<file path="config.mk">
export PLATFORM = sky130hd
export DESIGN_NAME = audio_fifo_pair
export DESIGN_NICKNAME = d
export VERILOG_FILES = /design/src/rtl/afifo_pkg.sv /design/src/rtl/sample_fifo.sv /design/src/rtl/flush_ctrl.sv /design/src/rtl/audio_fifo_pair.sv
export SDC_FILE = /design/constraint.sdc
export NUM_CORES = 1
export LEC_CHECK = 0
export BUFFER_PORTS_ARGS = -buffer_cell sky130_fd_sc_hd__buf_4
export CAP_MARGIN = 15
export CORE_ASPECT_RATIO = 0.7
export CORE_MARGIN = 2
export CORE_UTILIZATION = 67
export DETAILED_ROUTE_END_ITERATION = 8
export PLACE_DENSITY_LB_ADDON = 0.08
export SLEW_MARGIN = 20
export SYNTH_ARGS = -nofsm -noshare
export SYNTH_HDL_FRONTEND = slang
export SYNTH_SLANG_ARGS = --single-unit
</file>
<file path="constraint.sdc">
create_clock -name clk -period 7.4 [get_ports clk]
set_clock_uncertainty 0.05 [all_clocks]
set_input_delay 0 -clock clk [delete_from_list [all_inputs] [get_ports clk]]
set_output_delay 0 -clock clk [all_outputs]
set_load 0.1 [all_outputs]
</file>
<file path="src/rtl/afifo_pkg.sv">
// Package: shared sizing defaults for the audio sample FIFO pair.
// Assumes the depth is a power of two and leaves room for one 16-sample
// burst above the largest 4-bit threshold.
package afifo_pkg;
    localparam int SAMPLE_W   = 16;
    localparam int FIFO_DEPTH = 32;
    localparam int THR_W      = 4;
    localparam int BURST_LEN  = 16;
    localparam int DEF_TX_THR = 8;
    localparam int DEF_RX_THR = 7;
endpackage

</file>
<file path="src/rtl/sample_fifo.sv">
// Module: sample_fifo
// Synchronous queue with a fill counter and a look-ahead head output.
// A push into a full queue and a pop from an empty queue are ignored.
// `clear` empties the queue and takes priority over push and pop.
// Assumes DEPTH is a power of two, so the pointers wrap on their own.
module sample_fifo #(
    parameter int W     = 16,
    parameter int DEPTH = 32
) (
    input  logic                         clk,
    input  logic                         rst_n,
    input  logic                         clear,
    input  logic                         push,
    input  logic [W-1:0]                 push_data,
    input  logic                         pop,
    output logic [W-1:0]                 head,
    output logic [$clog2(DEPTH+1)-1:0]   level,
    output logic                         full,
    output logic                         empty
);
    localparam int AW = $clog2(DEPTH);
    localparam int LW = $clog2(DEPTH+1);

    logic [W-1:0]  mem [DEPTH];
    logic [AW-1:0] wr_ptr, rd_ptr;
    logic [LW-1:0] count;
    logic          push_ok, pop_ok;

    assign full    = (count == LW'(DEPTH));
    assign empty   = (count == '0);
    assign push_ok = push && !full;
    assign pop_ok  = pop && !empty;
    assign head    = mem[rd_ptr];
    assign level   = count;

    // Purpose: advance the pointers and the fill count.
    always_ff @(posedge clk) begin
        if (!rst_n || clear) begin
            wr_ptr <= '0;
            rd_ptr <= '0;
            count  <= '0;
        end else begin
            if (push_ok) wr_ptr <= wr_ptr + 1'b1;
            if (pop_ok)  rd_ptr <= rd_ptr + 1'b1;
            case ({push_ok, pop_ok})
                2'b10:   count <= count + 1'b1;
                2'b01:   count <= count - 1'b1;
                default: count <= count;
            endcase
        end
    end

    // Purpose: store accepted samples.
    always_ff @(posedge clk) begin
        if (rst_n && !clear && push_ok) mem[wr_ptr] <= push_data;
    end

    // the fill count never exceeds the depth.
    assert_no_overflow_R2: assert property (@(posedge clk) disable iff (!rst_n)
        count <= LW'(DEPTH));

    // a clear leaves the queue empty at the next edge.
    assert_clear_empties_R6: assert property (@(posedge clk) disable iff (!rst_n)
        clear |=> (count == '0));
endmodule

</file>
<file path="src/rtl/flush_ctrl.sv">
// Module: flush_ctrl
// Holds the two self-clearing flush bits. A set pulse raises a bit at the
// next edge. The bit then drives its queue's clear for one cycle and drops.
// In shared mode the transmit request raises both bits, and the receive
// request is ignored.
module flush_ctrl (
    input  logic clk,
    input  logic rst_n,
    input  logic shared_mode,
    input  logic tx_set,
    input  logic rx_set,
    output logic tx_bit,
    output logic rx_bit
);
    // Purpose: register the flush bits; each lasts one cycle per request.
    always_ff @(posedge clk) begin
        if (!rst_n) begin
            tx_bit <= 1'b0;
            rx_bit <= 1'b0;
        end else begin
            tx_bit <= tx_set;
            rx_bit <= shared_mode ? tx_set : rx_set;
        end
    end

    // the transmit bit clears itself one cycle after it takes effect.
    assert_tx_selfclear_R6: assert property (@(posedge clk) disable iff (!rst_n)
        (tx_bit && !tx_set) |=> !tx_bit);

    // the receive bit clears itself too.
    assert_rx_selfclear_R7: assert property (@(posedge clk) disable iff (!rst_n)
        (rx_bit && !rx_set && !tx_set) |=> !rx_bit);

    // in shared mode a receive request alone never raises the receive bit.
    assert_shared_ignores_rx_R8: assert property (@(posedge clk) disable iff (!rst_n)
        (shared_mode && rx_set && !tx_set) |=> !rx_bit);
endmodule

</file>
<file path="src/rtl/audio_fifo_pair.sv">
// Module: audio_fifo_pair
// Transmit and receive sample queues between a bus/DMA port and an audio
// serializer. The block drives threshold requests, self-clearing flushes
// (separate or shared), sticky underrun and overrun flags, a masked
// interrupt, and a choice of repeating the last sample or sending zero on
// underrun. Assumes a single clock domain and a synchronous active-low reset.
module audio_fifo_pair
    import afifo_pkg::*;
#(
    parameter int W      = SAMPLE_W,
    parameter int DEPTH  = FIFO_DEPTH,
    parameter int TW     = THR_W,
    parameter int TX_THR = DEF_TX_THR,
    parameter int RX_THR = DEF_RX_THR
) (
    input  logic                       clk,
    input  logic                       rst_n,
    input  logic                       tx_wr_en,
    input  logic [W-1:0]               tx_wr_data,
    input  logic                       rx_rd_en,
    output logic [W-1:0]               rx_rd_data,
    input  logic                       ser_tx_pop,
    output logic [W-1:0]               ser_tx_data,
    input  logic                       ser_rx_push,
    input  logic [W-1:0]               ser_rx_data,
    input  logic                       cfg_thr_we,
    input  logic [TW-1:0]              cfg_tx_thr,
    input  logic [TW-1:0]              cfg_rx_thr,
    input  logic                       shared_flush,
    input  logic                       tx_flush_set,
    input  logic                       rx_flush_set,
    output logic                       tx_flush_busy,
    output logic                       rx_flush_busy,
    input  logic                       replay_en,
    input  logic                       unr_irq_en,
    input  logic                       ovr_irq_en,
    input  logic                       unr_clr,
    input  logic                       ovr_clr,
    output logic                       tx_req,
    output logic                       rx_req,
    output logic [$clog2(DEPTH+1)-1:0] tx_level,
    output logic [$clog2(DEPTH+1)-1:0] rx_level,
    output logic                       tx_underrun,
    output logic                       rx_overrun,
    output logic                       irq
);
    localparam int LW = $clog2(DEPTH+1);

    logic [TW-1:0] tx_thr_q, rx_thr_q;
    logic [W-1:0]  tx_head, last_q;
    logic          tx_full, tx_empty, rx_full, rx_empty;
    logic          unr_q, ovr_q;

    // Flush bits
    flush_ctrl u_flush (
        .clk         (clk),
        .rst_n       (rst_n),
        .shared_mode (shared_flush),
        .tx_set      (tx_flush_set),
        .rx_set      (rx_flush_set),
        .tx_bit      (tx_flush_busy),
        .rx_bit      (rx_flush_busy)
    );

    // Transmit queue: bus writes, serializer pops
    sample_fifo #(.W(W), .DEPTH(DEPTH)) u_tx_fifo (
        .clk       (clk),
        .rst_n     (rst_n),
        .clear     (tx_flush_busy),
        .push      (tx_wr_en),
        .push_data (tx_wr_data),
        .pop       (ser_tx_pop),
        .head      (tx_head),
        .level     (tx_level),
        .full      (tx_full),
        .empty     (tx_empty)
    );

    // Receive queue: serializer pushes, bus reads
    sample_fifo #(.W(W), .DEPTH(DEPTH)) u_rx_fifo (
        .clk       (clk),
        .rst_n     (rst_n),
        .clear     (rx_flush_busy),
        .push      (ser_rx_push),
        .push_data (ser_rx_data),
        .pop       (rx_rd_en),
        .head      (rx_rd_data),
        .level     (rx_level),
        .full      (rx_full),
        .empty     (rx_empty)
    );

    // Purpose: hold the programmable thresholds, loaded with their defaults at reset.
    always_ff @(posedge clk) begin
        if (!rst_n) begin
            tx_thr_q <= TW'(TX_THR);
            rx_thr_q <= TW'(RX_THR);
        end else if (cfg_thr_we) begin
            tx_thr_q <= cfg_tx_thr;
            rx_thr_q <= cfg_rx_thr;
        end
    end

    // Purpose: remember the most recent sample handed to the serializer.
    always_ff @(posedge clk) begin
        if (!rst_n)                       last_q <= '0;
        else if (ser_tx_pop && !tx_empty) last_q <= tx_head;
    end

    // Purpose: sticky underrun and overrun flags; a new event wins over a clear.
    always_ff @(posedge clk) begin
        if (!rst_n) begin
            unr_q <= 1'b0;
            ovr_q <= 1'b0;
        end else begin
            if (ser_tx_pop && tx_empty) unr_q <= 1'b1;
            else if (unr_clr)           unr_q <= 1'b0;
            if (ser_rx_push && rx_full) ovr_q <= 1'b1;
            else if (ovr_clr)           ovr_q <= 1'b0;
        end
    end

    assign ser_tx_data = !tx_empty ? tx_head : (replay_en ? last_q : '0);
    assign tx_req      = (tx_level <= LW'(tx_thr_q));
    assign rx_req      = (rx_level >= LW'(rx_thr_q));
    assign tx_underrun = unr_q;
    assign rx_overrun  = ovr_q;
    assign irq         = (unr_q && unr_irq_en) || (ovr_q && ovr_irq_en);

    // a pop on an empty transmit queue raises the underrun flag.
    assert_underrun_set_R9: assert property (@(posedge clk) disable iff (!rst_n)
        (ser_tx_pop && tx_empty) |=> tx_underrun);

    // after the last sample leaves, replay mode keeps offering it.
    assert_replay_last_R9: assert property (@(posedge clk) disable iff (!rst_n)
        (ser_tx_pop && tx_level == LW'(1) && !tx_wr_en && !tx_flush_busy)
        |=> (!replay_en || ser_tx_data == $past(tx_head)));

    // a push into a full receive queue raises the overrun flag.
    assert_overrun_set_R10: assert property (@(posedge clk) disable iff (!rst_n)
        (ser_rx_push && rx_full) |=> rx_overrun);

    // the rejected sample does not change the receive level.
    assert_overrun_drop_R10: assert property (@(posedge clk) disable iff (!rst_n)
        (ser_rx_push && rx_full && !rx_rd_en && !rx_flush_busy)
        |=> (rx_level == $past(rx_level)));

    // the underrun flag holds without a clear.
    assert_underrun_sticky_R11: assert property (@(posedge clk) disable iff (!rst_n)
        (tx_underrun && !unr_clr) |=> tx_underrun);

    // the overrun flag holds without a clear.
    assert_overrun_sticky_R11: assert property (@(posedge clk) disable iff (!rst_n)
        (rx_overrun && !ovr_clr) |=> rx_overrun);
endmodule

</file>
==> metrics.cfg, run 1 <==
[synth]
synth.avg_cell_area_sq_um = 18.79
synth_fp_nets = 2359
ys_top_cells_by_area = sky130_fd_sc_hd__edfxtp_1, sky130_fd_sc_hd__mux4_2, sky130_fd_sc_hd__mux2i_1
synth_ff_type = sky130_fd_sc_hd__edfxtp_1
synth-edff-count = 1024
netlist.top_cell.by_area = sky130_fd_sc_hd__edfxtp_1
ys_ff_latch = 1094
async_set_or_reset_flop_fraction_in_the_synthesized_netlist_pct = 0
seq_area_frac_synth_pct = 75.17
synthTopCellsByCount = sky130_fd_sc_hd__edfxtp_1, sky130_fd_sc_hd__mux2i_1, sky130_fd_sc_hd__mux4_2, sky130_fd_sc_hd__a22oi_1, sky130_fd_sc_hd__nor2_1
synth-warning-count = 0
yosysMostFrequentCell = sky130_fd_sc_hd__edfxtp_1
syn-instance-count = 2277
synthesis.area_sq_mm = 0.04277
post_synth_num_cell_types = 49
synth_top_area_share_pct = 71.89

[min_path]
timing.hold.worst.class = in2reg

[finish]
fin_util_pct = 76.83
layout.nets = 2583
filler_cell_count = 3351
regArea_sq_mm = 0.03216
multiInputGateArea_sq_mm = 0.01009
syn2layout_area_growth_pct = 13.34
fraction_of_final_layout_cells_with_drive_strength_greater_than_1_pct = 20.89

[die]
dieWidth_um = 306.0
core_sq_mm = 0.06310
ios = 106
placement_rows = 77
initial_utilization_pct = 67.78
design.die.area_sq_mm = 0.06591
die_height_um = 215.4

[place]
post-dp-hpwl_mm = 55.28
numPortBuffers = 105
dpl_worst_slack_ps = 3393
finalWeightedCongestion = 0.9014

[critical_path]
crit_family = multiplexers
startpoint_type = flop
crit_path_end_kind = primary output
critical_path_required_ps = 7350
slowest_stage = sky130_fd_sc_hd__dfxtp_4
setup.worst_path.class = reg2out
timing.critical_path.cells = buf_4 > mux4_2 > mux4_2 > mux2_2 > buf_4
worstPathArrival_ps = 4210
critical_path_buf_inv_count = 2
critical_path.max_fanout = 70
cp_slowest_stage_delay_ps = 1020

[cts]
tritoncts = built
cts_max_path_buffers = 3
cts_num_sinks = 1094
cts-htree-levels = 3
cts_root_buf = sky130_fd_sc_hd__clkbuf_16
clk_pin_slew_worst_paths_ps = 60
cts_inserted_buffers = 96
cts_post_setup_buffers_inserted = 0
cts_hold_buf = 70
cts.repair.resized = 0
clk-insertion-delay-late_ps = 660

[detailed_routing]
drc_errors = 0
detail_route_antenna_nets = 0
drtIter0Drc = 3001
finalWirelength_mm = 97.64
drtPass1Iterations = 6
route.detailed.wl_per_inst_um = 28.66
detailroute.via_count = 22540
route.detailed.vias_per_inst = 6.616

[grt]
initial_antenna_violation_count = 3
overflow_after_grt = 0
grt_pass1_vias = 22080
grt_first_pass_wirelength_mm = 142.9
grt_max_degree = 122
gr-usage-all-layers_pct = 30.10

[timing]
report.final.slew_viol_count = 0
grt_setup_unrepaired = false
final.hold.worst_slack_ps = 200.4
final.setup.tns_ps = 0
final-hold-violation-count = 0
timing.max_slew.rel_slack_pct = 24.40
period_share_pct = 57.57
setup_viol_count_final = 0
timing.final.crit_period_ps = 4260
layout_setup_ws_ps = 3140
worst_pin_slew_ps = 1134
maxClockFrequency_ghz = 0.2347

[pwr]
pwr_density_mw_per_mm2 = 312.5
power.static_leakage_nw = 15.26
vdd.ir_drop.worst_uv = 445.1

[run_status]
outcome = completed

[run]
cap_viol_max_count = 0

[state kept, by name (all words and copies together), names as in the netlist, named ones only]
register,cells
last_q,16
rx_overrun,1
rx_thr_q,4
tx_thr_q,4
tx_underrun,1
u_flush.rx_bit,1
u_flush.tx_bit,1
u_rx_fifo.level,6
u_rx_fifo.mem,512
u_rx_fifo.rd_ptr,5
u_rx_fifo.wr_ptr,5
u_tx_fifo.level,6
u_tx_fifo.mem,512
u_tx_fifo.rd_ptr,5
u_tx_fifo.wr_ptr,5
[final timing paths]
kind	to	cells past startpoint	slack, ps	start
min	tx_thr_q[3]	3	200	cfg_thr_we
max reg2reg	u_rx_fifo.level[4]	11	3970	u_rx_fifo.level[2]
min reg2reg	last_q[1]	2	410	last_q[1]
max	rx_rd_data[12]	5	3140	flop
[cell usage in the layout (no fill, tap or decap), types with 21 or more instances in the layout]
cell / Yosys / routed
sky130_fd_sc_hd__edfxtp_1: 1024 / 1024
sky130_fd_sc_hd__mux2i_1: 267 / 267
sky130_fd_sc_hd__buf_4: 4 / 180
sky130_fd_sc_hd__mux4_2: 160 / 160
sky130_fd_sc_hd__a22oi_1: 129 / 129
sky130_fd_sc_hd__clkbuf_16: 0 / 99
sky130_fd_sc_hd__nor2_1: 124 / 95
sky130_fd_sc_hd__nand2_1: 95 / 95
sky130_fd_sc_hd__dlygate4sd3_1: 0 / 70
sky130_fd_sc_hd__dfxtp_1: 70 / 65
sky130_fd_sc_hd__o21ai_0: 37 / 37
sky130_fd_sc_hd__o22ai_1: 32 / 32
sky130_fd_sc_hd__nor2_2: 0 / 28
sky130_fd_sc_hd__nand3_1: 26 / 26
sky130_fd_sc_hd__ha_1: 26 / 26
sky130_fd_sc_hd__clkinv_2: 0 / 21
[metrics by stage]
| stage | total power, W | instances | instance area (sq um) |
|---|---|---|---|
| floorplan | 0.009544 | 2277 | 42770 |
| global placement | 0.01030 | 3161 | 44750 |
| detailed placement | 0.01036 | 3161 | 44750 |
| CTS | 0.01516 | 3404 | 48460 |
| global route | 0.01563 | 3405 | 48480 |
| finish | 0.01515 | 3407 | 48480 |
[worst register-to-register path: stages, from the launching register on]
cell                       delay (ps)
sky130_fd_sc_hd__dfxtp_1          420
sky130_fd_sc_hd__or2_2            350
sky130_fd_sc_hd__nor4_1           520
sky130_fd_sc_hd__a21boi_1         370
sky130_fd_sc_hd__ha_1             420
sky130_fd_sc_hd__xor2_1           190
sky130_fd_sc_hd__ha_1             200
sky130_fd_sc_hd__a21oi_1          240
sky130_fd_sc_hd__a32oi_1          150
sky130_fd_sc_hd__a21oi_1          190
sky130_fd_sc_hd__xnor2_1          130
sky130_fd_sc_hd__nor2_1            50
[final cells by class]
type	count	share of cell area (%)
Multi-Input combinational cell	1036	20.80
Sequential cell	1094	66.34
Clock inverter	52	0.8594
Clock buffer	121	5.342
Antenna cell	2	0.01032
Tap cell	829	2.139
Timing Repair Buffer	253	4.346
Inverter	20	0.1548
[cells by family after synthesis]
kind of cell	count (synthesis)	synth area share, %
xor gates and xnor gates	28	0.5733
DFF	1094	75.17
AOI/OAI and AO/OA	229	3.645
adders and majority gates	27	0.8073
and+or+nand+nor	309	3.241
muxes	443	15.09
buffers and inverters	147	1.474
[power by group]
| group | leakage (nW) | internal (W) | switching, W |
|---|---|---|---|
| logic | 4.00 | 0.00104 | 0.00230 |
| clock network | 1.48 | 0.00268 | 0.00213 |
| registers | 9.78 | 0.00686 | 0.000134 |
[routing by layer]
layer,part of all wire (%),vias to the layer above,track usage (%)
met5,0.013,-,0
met4,1.9,2,7.159
met3,13,146,9.791
met2,44,1282,42.17
met1,41,11540,46.83
li1,-,9571,-
Power figures use the tool's default switching activity.
==> inputs of run 2 (changes only) <==
CORE_UTILIZATION = 56   (was 67)
clock period = 3.42 ns   (was 7.4 ns; I/O delays follow)
==> metrics.cfg, run 2 (synthesis gave the netlist of run 1 again) <==
[finish]
fin_util_pct = 65.46
final_area_sq_mm = 0.04933
syn2layout_area_growth_pct = 15.33
layout.nets = 2617
most_common_cell_after_layout_fill_and_taps_aside = sky130_fd_sc_hd__edfxtp_1
multiInputGateArea_sq_mm = 0.01010
regArea_sq_mm = 0.03217
fraction_of_final_layout_cells_with_drive_strength_greater_than_1_pct = 22.35
filler_cell_count = 4948
insertedDiodeCount = 0
layout.cells.most_common_list = sky130_fd_sc_hd__edfxtp_1, sky130_fd_sc_hd__mux2i_1, sky130_fd_sc_hd__buf_4
biggestRegsByFlops = u_rx_fifo.mem: 512 flops, u_tx_fifo.mem: 512 flops, last_q: 16 flops

[timing]
grt_setup_unrepaired = false
timing.max_slew.rel_slack_pct = 22.20
period_share_pct = 93.80
timing.final.crit_period_ps = 3208
report.final.slew_viol_count = 0
worst_pin_slew_ps = 1165
maxClockFrequency_ghz = 0.3117
final-hold-violation-count = 0
final.hold.worst_slack_ps = 191.6
setup_viol_count_final = 0

[grt]
grt_max_degree = 65
initial_antenna_violation_count = 2
gr-usage-all-layers_pct = 25.21
grt_pass1_vias = 21430
grt_first_pass_wirelength_mm = 144.6
overflow_after_grt = 0

[critical_path]
most_repeated_library_cell_on_the_critical_path = sky130_fd_sc_hd__buf_12
number_of_stages_on_the_worst_setup_path = 9
worst-r2r-setup-slack_ps = 420
critical_path.max_fanout = 29
timing.critical_path.cells = buf_12 > buf_12 > mux2i_1 > a22oi_1 > nand2_1 > o22ai_1 > nor2_1 > o21ai_0 > buf_4
critical_path_required_ps = 3370
startpoint_type = flop
worstPathArrival_ps = 3160
setup.worst_path.class = reg2out
crit_path_end_kind = primary output
rr_startpoint = u_rx_fifo.level[2]
crit_family = buffers and inverters
critical_path_buf_inv_count = 3
reg2reg_depth = 11
slowest_stage = sky130_fd_sc_hd__dfxtp_4
cp_slowest_stage_delay_ps = 460

[pwr]
pwr_density_mw_per_mm2 = 680.8
power.static_leakage_nw = 15.54
vdd.ir_drop.worst_uv = 1124

[detailed_routing]
route.detailed.wl_per_inst_um = 27.39
drc_errors = 0
route.detailed.vias_per_inst = 6.180
detailroute.via_count = 22260
drtPass1Iterations = 5
drtIter0Drc = 2654
detail_route_antenna_nets = 0
finalWirelength_mm = 98.66

[min_path]
whs_path_depth = 3
hold_path.startpoint = cfg_thr_we
timing.hold.worst.class = in2reg

[cts]
cts_num_sinks = 1094
cts_root_buf = sky130_fd_sc_hd__clkbuf_16
clk_pin_slew_worst_paths_ps = 60
cts.repair.resized = 0
cts-htree-levels = 3
cts_max_path_buffers = 3
cts_inserted_buffers = 99
tritoncts = built
clk-insertion-delay-late_ps = 670

[die]
initial_utilization_pct = 56.76
dieWidth_um = 334.3
ios = 106
core_sq_mm = 0.07536
design.die.area_sq_mm = 0.07864
die_height_um = 235.2
placement_rows = 84

[run]
cap_viol_max_count = 0

[place]
post-dp-hpwl_mm = 58.94
finalWeightedCongestion = 0.8479
numPortBuffers = 105
detailed_place.area_sq_mm = 0.04539

[run_status]
outcome = completed

[run 2: power breakdown]
part	internal, W	switching, W
Sequential	0.0148	0.000219
Clock	0.00626	0.00472
Combinational	0.00237	0.00517
Total	0.0235	0.0101
[run 2: worst paths after layout]
kind	end
worst max-delay path	ser_tx_data[8]
worst min-delay path	tx_thr_q[3]
worst max register to register	u_rx_fifo.level[4]
worst min register to register	last_q[10]
[run 2: layout make-up]
class,count,area share (%)
tap,989,2.509
inverter,20,0.1522
clock inverter,49,1.058
clock buffer,130,5.423
sequential,1094,65.22
timing repair buffer,284,5.159
multi-input combinational,1036,20.48
[run 2: per-stage QoR]
step           setup slack (ps)  cells  power [W]  setup TNS (ps)
2_1_floorplan            -204.9   2277    0.02067           -2454
3_3_place_gp              529.9   3347    0.02264               0
3_5_place_dp              486.7   3347    0.02275               0
4_1_cts                   8.234   3596    0.03374               0
5_1_grt                   50.73   3602    0.03469               0
6_report                  211.9   3602    0.03358               0
[run 2: metal layers]
metal  track usage [%]  part of all wire [%]  routed length [um]
met2             33.80                    42               41520
met5                 0                 0.011                  11
met4             4.614                   1.4                1363
met1             42.68                    47               46570
met3             5.379                   9.3                9201
[run 2: what timing repair did]
item,in CTS,in global routing
setup buffers,0,6
endpoints found under the setup margin,0,11
hold endpoints to repair,1072,0
hold buffers,70,0
[run 2: worst min-delay path, delay by kind of cell]
| kind | cells | cell delay [ps] |
|---|---|---|
| compound gates | 1 | 110 |
| buf+inv | 2 | 730 |
